**src/rtl/cap_pkg.sv**
```systemverilog
package cap_pkg;
  typedef enum logic [1:0] {
    EDGE_OFF  = 2'd0,
    EDGE_RISE = 2'd1,
    EDGE_FALL = 2'd2,
    EDGE_ANY  = 2'd3
  } edge_mode_e;

  // qualifying-edge decode for a previous/current sample pair
  function automatic logic edge_hit(input logic [1:0] mode, input logic prev, input logic cur);
    logic r;
    case (edge_mode_e'(mode))
      EDGE_RISE: r = ~prev & cur;
      EDGE_FALL: r = prev & ~cur;
      EDGE_ANY:  r = prev ^ cur;
      default:   r = 1'b0;
    endcase
    return r;
  endfunction
endpackage

```
**src/rtl/cap_sync.sv**
```systemverilog
module cap_sync #(
  parameter int STAGES = 2
) (
  input  logic clk,
  input  logic rst_n,
  input  logic d_i,
  output logic q_o
);
  logic [STAGES-1:0] chain_q;

  generate
    if (STAGES == 1) begin : g_one
      always_ff @(posedge clk or negedge rst_n)
        if (!rst_n) chain_q <= '0;
        else        chain_q <= d_i;
    end else begin : g_many
      always_ff @(posedge clk or negedge rst_n)
        if (!rst_n) chain_q <= '0;
        else        chain_q <= {chain_q[STAGES-2:0], d_i};
    end
  endgenerate

  assign q_o = chain_q[STAGES-1];
endmodule

```
**src/rtl/cap_edge.sv**
```systemverilog
module cap_edge
  import cap_pkg::*;
(
  input  logic       clk,
  input  logic       rst_n,
  input  logic       sample_i,
  input  logic [1:0] mode_i,
  output logic       hit_o
);
  logic prev_q;

  always_ff @(posedge clk or negedge rst_n)
    if (!rst_n) prev_q <= 1'b0;
    else        prev_q <= sample_i;

  assign hit_o = edge_hit(mode_i, prev_q, sample_i);
endmodule

```
**src/rtl/cap_slots.sv**
```systemverilog
module cap_slots #(
  parameter int CW = 32
) (
  input  logic          clk,
  input  logic          rst_n,
  input  logic          hit_i,
  input  logic          rearm_i,
  input  logic          second_sel_i,
  input  logic [CW-1:0] count_i,
  output logic [CW-1:0] cap1_o,
  output logic [CW-1:0] cap2_o,
  output logic          evt_o
);
  localparam logic [1:0] IDX_FULL = 2'd2;

  logic [1:0] idx_q;
  logic [1:0] idx_eff;
  logic       take_first;
  logic       take_second;

  assign idx_eff     = rearm_i ? 2'd0 : idx_q;
  assign take_first  = hit_i && (idx_eff == 2'd0);
  assign take_second = hit_i && (idx_eff == 2'd1);

  always_ff @(posedge clk or negedge rst_n) begin
    if (!rst_n) begin
      idx_q  <= 2'd0;
      cap1_o <= '0;
      cap2_o <= '0;
      evt_o  <= 1'b0;
    end else begin
      if (take_first)  cap1_o <= count_i;
      if (take_second) cap2_o <= count_i;
      idx_q <= take_first ? 2'd1 : (take_second ? IDX_FULL : idx_eff);
      evt_o <= (take_first && !second_sel_i) || (take_second && second_sel_i);
    end
  end

  // once both slots are full, nothing moves until re-armed
  a_r3_full_holds: assert property (@(posedge clk) disable iff (!rst_n)
    (idx_q == IDX_FULL && !rearm_i) |=> ($stable(cap1_o) && $stable(cap2_o)));

  // an event always follows a qualifying hit
  a_r4_evt_from_hit: assert property (@(posedge clk) disable iff (!rst_n)
    evt_o |-> $past(hit_i));

  // a re-arm with no edge returns to the first slot
  a_r5_rearm_first: assert property (@(posedge clk) disable iff (!rst_n)
    (rearm_i && !hit_i) |=> (idx_q == 2'd0));
endmodule

```
**src/rtl/edge_stamp_unit.sv**
```systemverilog
module edge_stamp_unit
  import cap_pkg::*;
#(
  parameter int CW          = 32,
  parameter int SYNC_STAGES = 2
) (
  input  logic          clk,
  input  logic          rst_n,
  input  logic [CW-1:0] count_i,
  input  logic          pin_i,
  input  logic [1:0]    edge_mode_i,
  input  logic          pin_is_input_i,
  input  logic          second_irq_sel_i,
  input  logic          clr_cap_i,
  output logic [CW-1:0] cap1_o,
  output logic [CW-1:0] cap2_o,
  output logic          cap_evt_o
);
  logic       pin_sync;
  logic       raw_hit;
  logic       qual_hit;
  logic [1:0] mode_q;
  logic       mode_enable_rearm;
  logic       rearm;

  cap_sync #(.STAGES(SYNC_STAGES)) u_sync (
    .clk(clk), .rst_n(rst_n), .d_i(pin_i), .q_o(pin_sync)
  );

  cap_edge u_edge (
    .clk(clk), .rst_n(rst_n), .sample_i(pin_sync),
    .mode_i(edge_mode_i), .hit_o(raw_hit)
  );

  always_ff @(posedge clk or negedge rst_n)
    if (!rst_n) mode_q <= EDGE_OFF;
    else        mode_q <= edge_mode_i;

  assign mode_enable_rearm = (mode_q == EDGE_OFF) && (edge_mode_i != EDGE_OFF);
  assign rearm    = clr_cap_i || mode_enable_rearm;
  assign qual_hit = raw_hit && pin_is_input_i;

  cap_slots #(.CW(CW)) u_slots (
    .clk(clk), .rst_n(rst_n), .hit_i(qual_hit), .rearm_i(rearm),
    .second_sel_i(second_irq_sel_i), .count_i(count_i),
    .cap1_o(cap1_o), .cap2_o(cap2_o), .evt_o(cap_evt_o)
  );

  // pin as output blocks all captures
  a_r2_output_blocks: assert property (@(posedge clk) disable iff (!rst_n)
    !pin_is_input_i |=> ($stable(cap1_o) && $stable(cap2_o) && !cap_evt_o));

  // disabled mode blocks all captures
  a_r1_off_blocks: assert property (@(posedge clk) disable iff (!rst_n)
    (edge_mode_i == EDGE_OFF) |=> ($stable(cap1_o) && $stable(cap2_o) && !cap_evt_o));
endmodule

```
**config.mk**
```make
export PLATFORM = sky130hd
export DESIGN_NAME = edge_stamp_unit
export DESIGN_NICKNAME = d
export VERILOG_FILES = /design/src/rtl/cap_pkg.sv /design/src/rtl/cap_sync.sv /design/src/rtl/cap_edge.sv /design/src/rtl/cap_slots.sv /design/src/rtl/edge_stamp_unit.sv
export SDC_FILE = /design/constraint.sdc
export NUM_CORES = 1
export LEC_CHECK = 0
export CORE_ASPECT_RATIO = 1.2
export CORE_MARGIN = 2
export CORE_UTILIZATION = 44
export CTS_CLUSTER_DIAMETER = 60
export CTS_CLUSTER_SIZE = 30
export DETAILED_ROUTE_END_ITERATION = 8
export PLACE_DENSITY = 0.91
export SLEW_MARGIN = 20
export SYNTH_ARGS = -nofsm -noshare
export SYNTH_HDL_FRONTEND = slang
export SYNTH_SLANG_ARGS = --single-unit
export TNS_END_PERCENT = 10
```
**constraint.sdc**
```tcl
create_clock -name clk -period 2.29 [get_ports clk]
set_input_delay 0.3435 -clock clk [delete_from_list [all_inputs] [get_ports clk]]
set_output_delay 0.3435 -clock clk [all_outputs]
set_load 0.02 [all_outputs]
```
; Word-level counts from Yosys, hierarchy flattened
; Cells that the tools add are included.
[op_classes]
bitwise = 5
n_eq_ne = 4
reduce_logical = 12
mux = 4
[ops]
columns = operator, count
row1 = 1-bit logical AND, 6
row2 = 2-bit 2-to-1 mux, 3
row3 = 2-bit by 1-bit equality test with 1-bit output (second input constant), 2
row4 = 2-bit equality test (second input constant), 2
row5 = 2-bit zero test, 2
row6 = 1-bit case mux with 3 select lines, 1
row7 = 1-bit bitwise AND, 2
row8 = 1-bit logical OR, 2
row9 = 1-bit inverter, 2
row10 = 2-bit nonzero test, 1
row11 = 1-bit zero test, 1
row12 = 1-bit XOR, 1
[totals]
output_inout_bits = 65
regBits = 72

; Logic depth before layout (Yosys ltp)
[logic_depth]
ltp_word = 8
ltp_mapped = 8
mapped_depth_nobuf = 6

; By module
; A second synthesis with hierarchy kept.
[unflattened]
hier_cells = 246
area_unflattened_um2 = 3111.7
[modules_own_cells]
columns = module, area_each_um2, n_inst, cells_each, seq_area_each_um2
row1 = cap_slots, 2901.5, 1, 228, 1676.6
row2 = cap_edge, 83.8, 1, 10, 25.0
row3 = edge_stamp_unit, 76.3, 1, 6, 50.0
row4 = cap_sync, 50.0, 1, 2, 50.0

; Least setup slack after synthesis
; No wires, ideal clock.
[synth_timing]
path_type = register -> register
from = register u_sync.chain_q[1]
to = register u_slots.cap1_o[10]
n_path_buf = 2
setup_time_ps = 125
required_ps = 2165
path_slack_ps = 312
path_stages_with_launch = 9
synth_period_minus_slack_ps = 1978
t_arrival_ps = 1853
cell_sequence = dfrtp_1 -> inv_1 -> ha_1 -> and2_1 -> o31ai_2 -> and3b_1 -> buf_6 -> buf_12 -> mux2_4
[synth_between]
elab_chain_len = 5
word_cells_on_any_way = 7
classes_between = mux (1) / bitwise (4) / reduce/logical (2)
[synth_lines]
columns = item, line_no
row1 = "start, declared", cap_sync.sv:9  ; logic [STAGES-1:0] chain_q;
row2 = "start signal, assigned", cap_sync.sv:19  ; else chain_q <= {chain_q[STAGES-2:0], d_i};
row3 = 1-bit inverter, cap_pkg.sv:14  ; EDGE_FALL: r = prev & ~cur;
row4 = 1-bit bitwise AND, cap_pkg.sv:14
row5 = 1-bit case mux with 3 select lines *, cap_pkg.sv:12  ; case (edge_mode_e'(mode))
row6 = 1-bit logical AND *, edge_stamp_unit.sv:41  ; assign qual_hit = raw_hit && pin_is_input_i;
row7 = 1-bit logical AND *, cap_slots.sv:22  ; assign take_first = hit_i && (idx_eff == 2'd0);
row8 = "end signal, assigned", cap_slots.sv:32  ; if (take_first) cap1_o <= count_i;
row9 = "end, declared", cap_slots.sv:10  ; output logic [CW-1:0] cap1_o,
; Mark *: on every way between the ends. The rest lies on a longest branch, timed or not.
; A chain may end at the register's enable or synchronous reset.

; Worst setup path after layout
[layout_timing]
from = register u_sync.chain_q[1]
to = register u_slots.cap1_o[31]
; Same word-level chain as after synthesis.

==> results.ini <==
[power]
ir_drop_v = 0.000581
leakagePower_nw = 1.90
p_per_area_nw_per_um2 = 1030

[logic_synthesis]
yosys_warnings = 0
synth_top_area_share_pct = 62.7
synth_ff_type = dfrtp_1
synth.area.mux_share_pct = 29.0
synth.most_common_cell = dfrtp_1
ys_types = 22
yosys.area.top_type = dfrtp_1
synth.avg_cell_area_um2 = 17.3
syn_nets = 208
synthesis.area_um2 = 2870
synth_top_family_by_area = multiplexers
synth_compound_area_share_pct = 1.05
synth_edf_count = 0
synthArstFlopShare_pct = 100
synth-simple-area-share_pct = 2.35
syn-instance-count = 166
yosysSeqAreaShare_pct = 62.7
synthTopCellsByCount = 72 x dfrtp_1, 30 x mux2_4, 29 x mux2_2
ys_ff_latch = 72
synth-adder-area-share_pct = 0.871
synth.area.top_cells = dfrtp_1 63%, mux2_4 16%, mux2_2 11%
synth_xor_area_share_pct = 0.610

[route]
dr.first_iter.drc_count = 53
vias = 1775
drcViolationCount = 0
drt-wirelength-per-cell_um = 15.4
final_antenna_net_count = 0
drt_wl_total_um = 5720
dr.pass1.iters = 2
avgViaCountPerCell = 4.77

[floorplanning]
die_area_um2 = 7190
die_x_um = 77.8
initial_core_util_pct = 45.1
die_h_um = 92.5
core_area_um2 = 6370
std_cell_rows = 32
io_pins = 105

[timing]
slew_violations = 0
finalHoldViolCount = 7
min_period_ns = 2.07
fin_ws_ns = 0.224
rsz0062_at_grt = no
slew_headroom_pct = 62.8
final.setup.tns_ns = 0
whs_ns = -0.00290
setup_viol = 0
clock_skew_ns = 0.0110
max_freq_mhz = 484
min_period_over_period_pct = 90.2
worstMarginPinSlew_ns = 0.557

[cts]
cts.sinks = 72
clock_insertion_delay_worst_skew_ns = 0.33
cts_setup_buffers = 0
clk_path_buf_depth = 2
cts.clk_slew.worst_paths_ns = 0.08
ctsResizeCount = 0
htreeDepth = 3
cts.hold.buffers_added = 0
numCtsBuffers = 9
tritoncts = built
cts_root_buf = clkbuf_8

[grt]
antenna_found_initial = 0
grt-ovfl-total = 0
first_global_vias = 1959
grt_max_degree = 27
grtUsageTotal_pct = 17.1
grt_pass1_wl_um = 9470

[layout]
design_area_um2 = 4200
seqCellArea_um2 = 1800
fillers = 478
area_delta_synth_final_pct = 46.2
final_layout_size_suffix_gt1_share_pct = 29.6
diodes = 0
final_nets = 324
multi_input_area_um2 = 980
postLayoutCoreUtil_pct = 66.0

[status]
outcome = finished with violations
failed_checks = hold timing

[setup_path]
worstPathArrival_ns = 2.28
crit_chain = inv_1, ha_1, and2_1, o31ai_2, and3b_2, buf_12, mux2_2
worstSetupPathType = flop to flop
critPathMaxFanout = 16
cp-start-kind = flop
cp-end-kind = flop
critPathLaunch = u_sync.chain_q[1]
slowest_stage = dfrtp_1
worst_ep_required_time_ns = 2.50
max_stage_delay_ns = 0.37
r2r-start = u_sync.chain_q[1]

[job]
maxCapViolCount = 0

[placed_design]
gp_congestion = 0.705
hpwl_um = 4230
dpl_worst_slack_ns = 0.0137
portBuffers = 104
placed_area_um2 = 4020

[worst_hold_path]
min_path_type = input pin to asynchronous set/reset pin

-- per-layer routing --
layer	routed length, um	share of wire (%)	track usage (%)
met3	391	6.8	5.56
met5	0	0	0
met2	2880	50	27.9
met1	2370	41	20.7
met4	84	1.5	7.59
-- cell usage in the layout, fill, tap and decap left out --
cell type / instances
clkdlybuf4s50_1: 103
dfrtp_1: 72
mux2_4: 30
mux2_2: 29
clkbuf_8: 9
buf_4: 6
mux2_1: 5
nand2_1: 4
inv_1: 3
nor2_1: 3
clkbuf_1: 3
clkinv_2: 3
ha_1: 2
buf_12: 2
or2_1: 1
nand2b_1: 1
a21oi_2: 1
a211o_1: 1
and2_1: 1
nand4b_1: 1
o31ai_2: 1
xnor2_1: 1
xor2_1: 1
nand3_2: 1
and3b_2: 1
bufinv_16: 1
buf_2: 1
-- report_power, final --
| group | internal (W) | total, W | switching (W) |
|---|---|---|---|
| logic | 0.000918 | 0.00161 | 0.000688 |
| registers | 0.00160 | 0.00178 | 0.000183 |
| clock network | 0.000499 | 0.000930 | 0.000431 |
| total | 0.00301 | 0.00431 | 0.00130 |
-- kinds of logic after synthesis --
family | count (synthesis)
buf+inv | 10
compound gates | 3
xor+xnor | 2
flops | 72
fa+ha+maj | 2
mux | 64
simple gates | 13
-- worst paths after layout --
check	to	slack, ns	depth (start not counted)
max	u_slots.cap1_o[31]	0.22	7
min	u_slots.cap2_o[25]	-0.003	1
max reg2reg	u_slots.cap1_o[31]	0.22	7
min reg2reg	u_sync.chain_q[1]	0.36	0
max in group asynchronous	u_slots.cap2_o[24]	1.55	2
min in group clk	u_sync.chain_q[1]	0.36	0
-- area by class of cell --
class	count	share of cell area, %
tap	85	2.53
clock inverter	4	1.07
multi-input combinational	84	23.3
clock buffer	12	3.22
sequential	72	42.9
timing repair buffer	112	26.7
inverter	3	0.268
-- worst max-delay path, delay by kind of cell, from the launching register on --
family / cells / cell delay (ns)
buffers and inverters: 2 / 0.24
AOI/OAI and AO/OA: 1 / 0.24
muxes: 1 / 0.35
adders and majority gates: 1 / 0.28
and+or+nand+nor: 2 / 0.45
DFF: 1 / 0.37
-- through the flow --
stage                     cells  total power (W)
after floorplan             166          0.00258
after global placement      356          0.00338
after detailed placement    356          0.00342
after CTS                   372          0.00437
after global routing        372          0.00452
final                       372          0.00431
-- sequential cells by signal, indices dropped and copies added (netlist names) --
signal / cells
mode_q: 2
u_sync.chain_q: 2
u_slots.cap2_o: 32
u_slots.evt_o: 1
u_slots.cap1_o: 32
u_edge.prev_q: 1
u_slots.idx_q: 2
No activity file was read; power rests on OpenSTA's default activity.
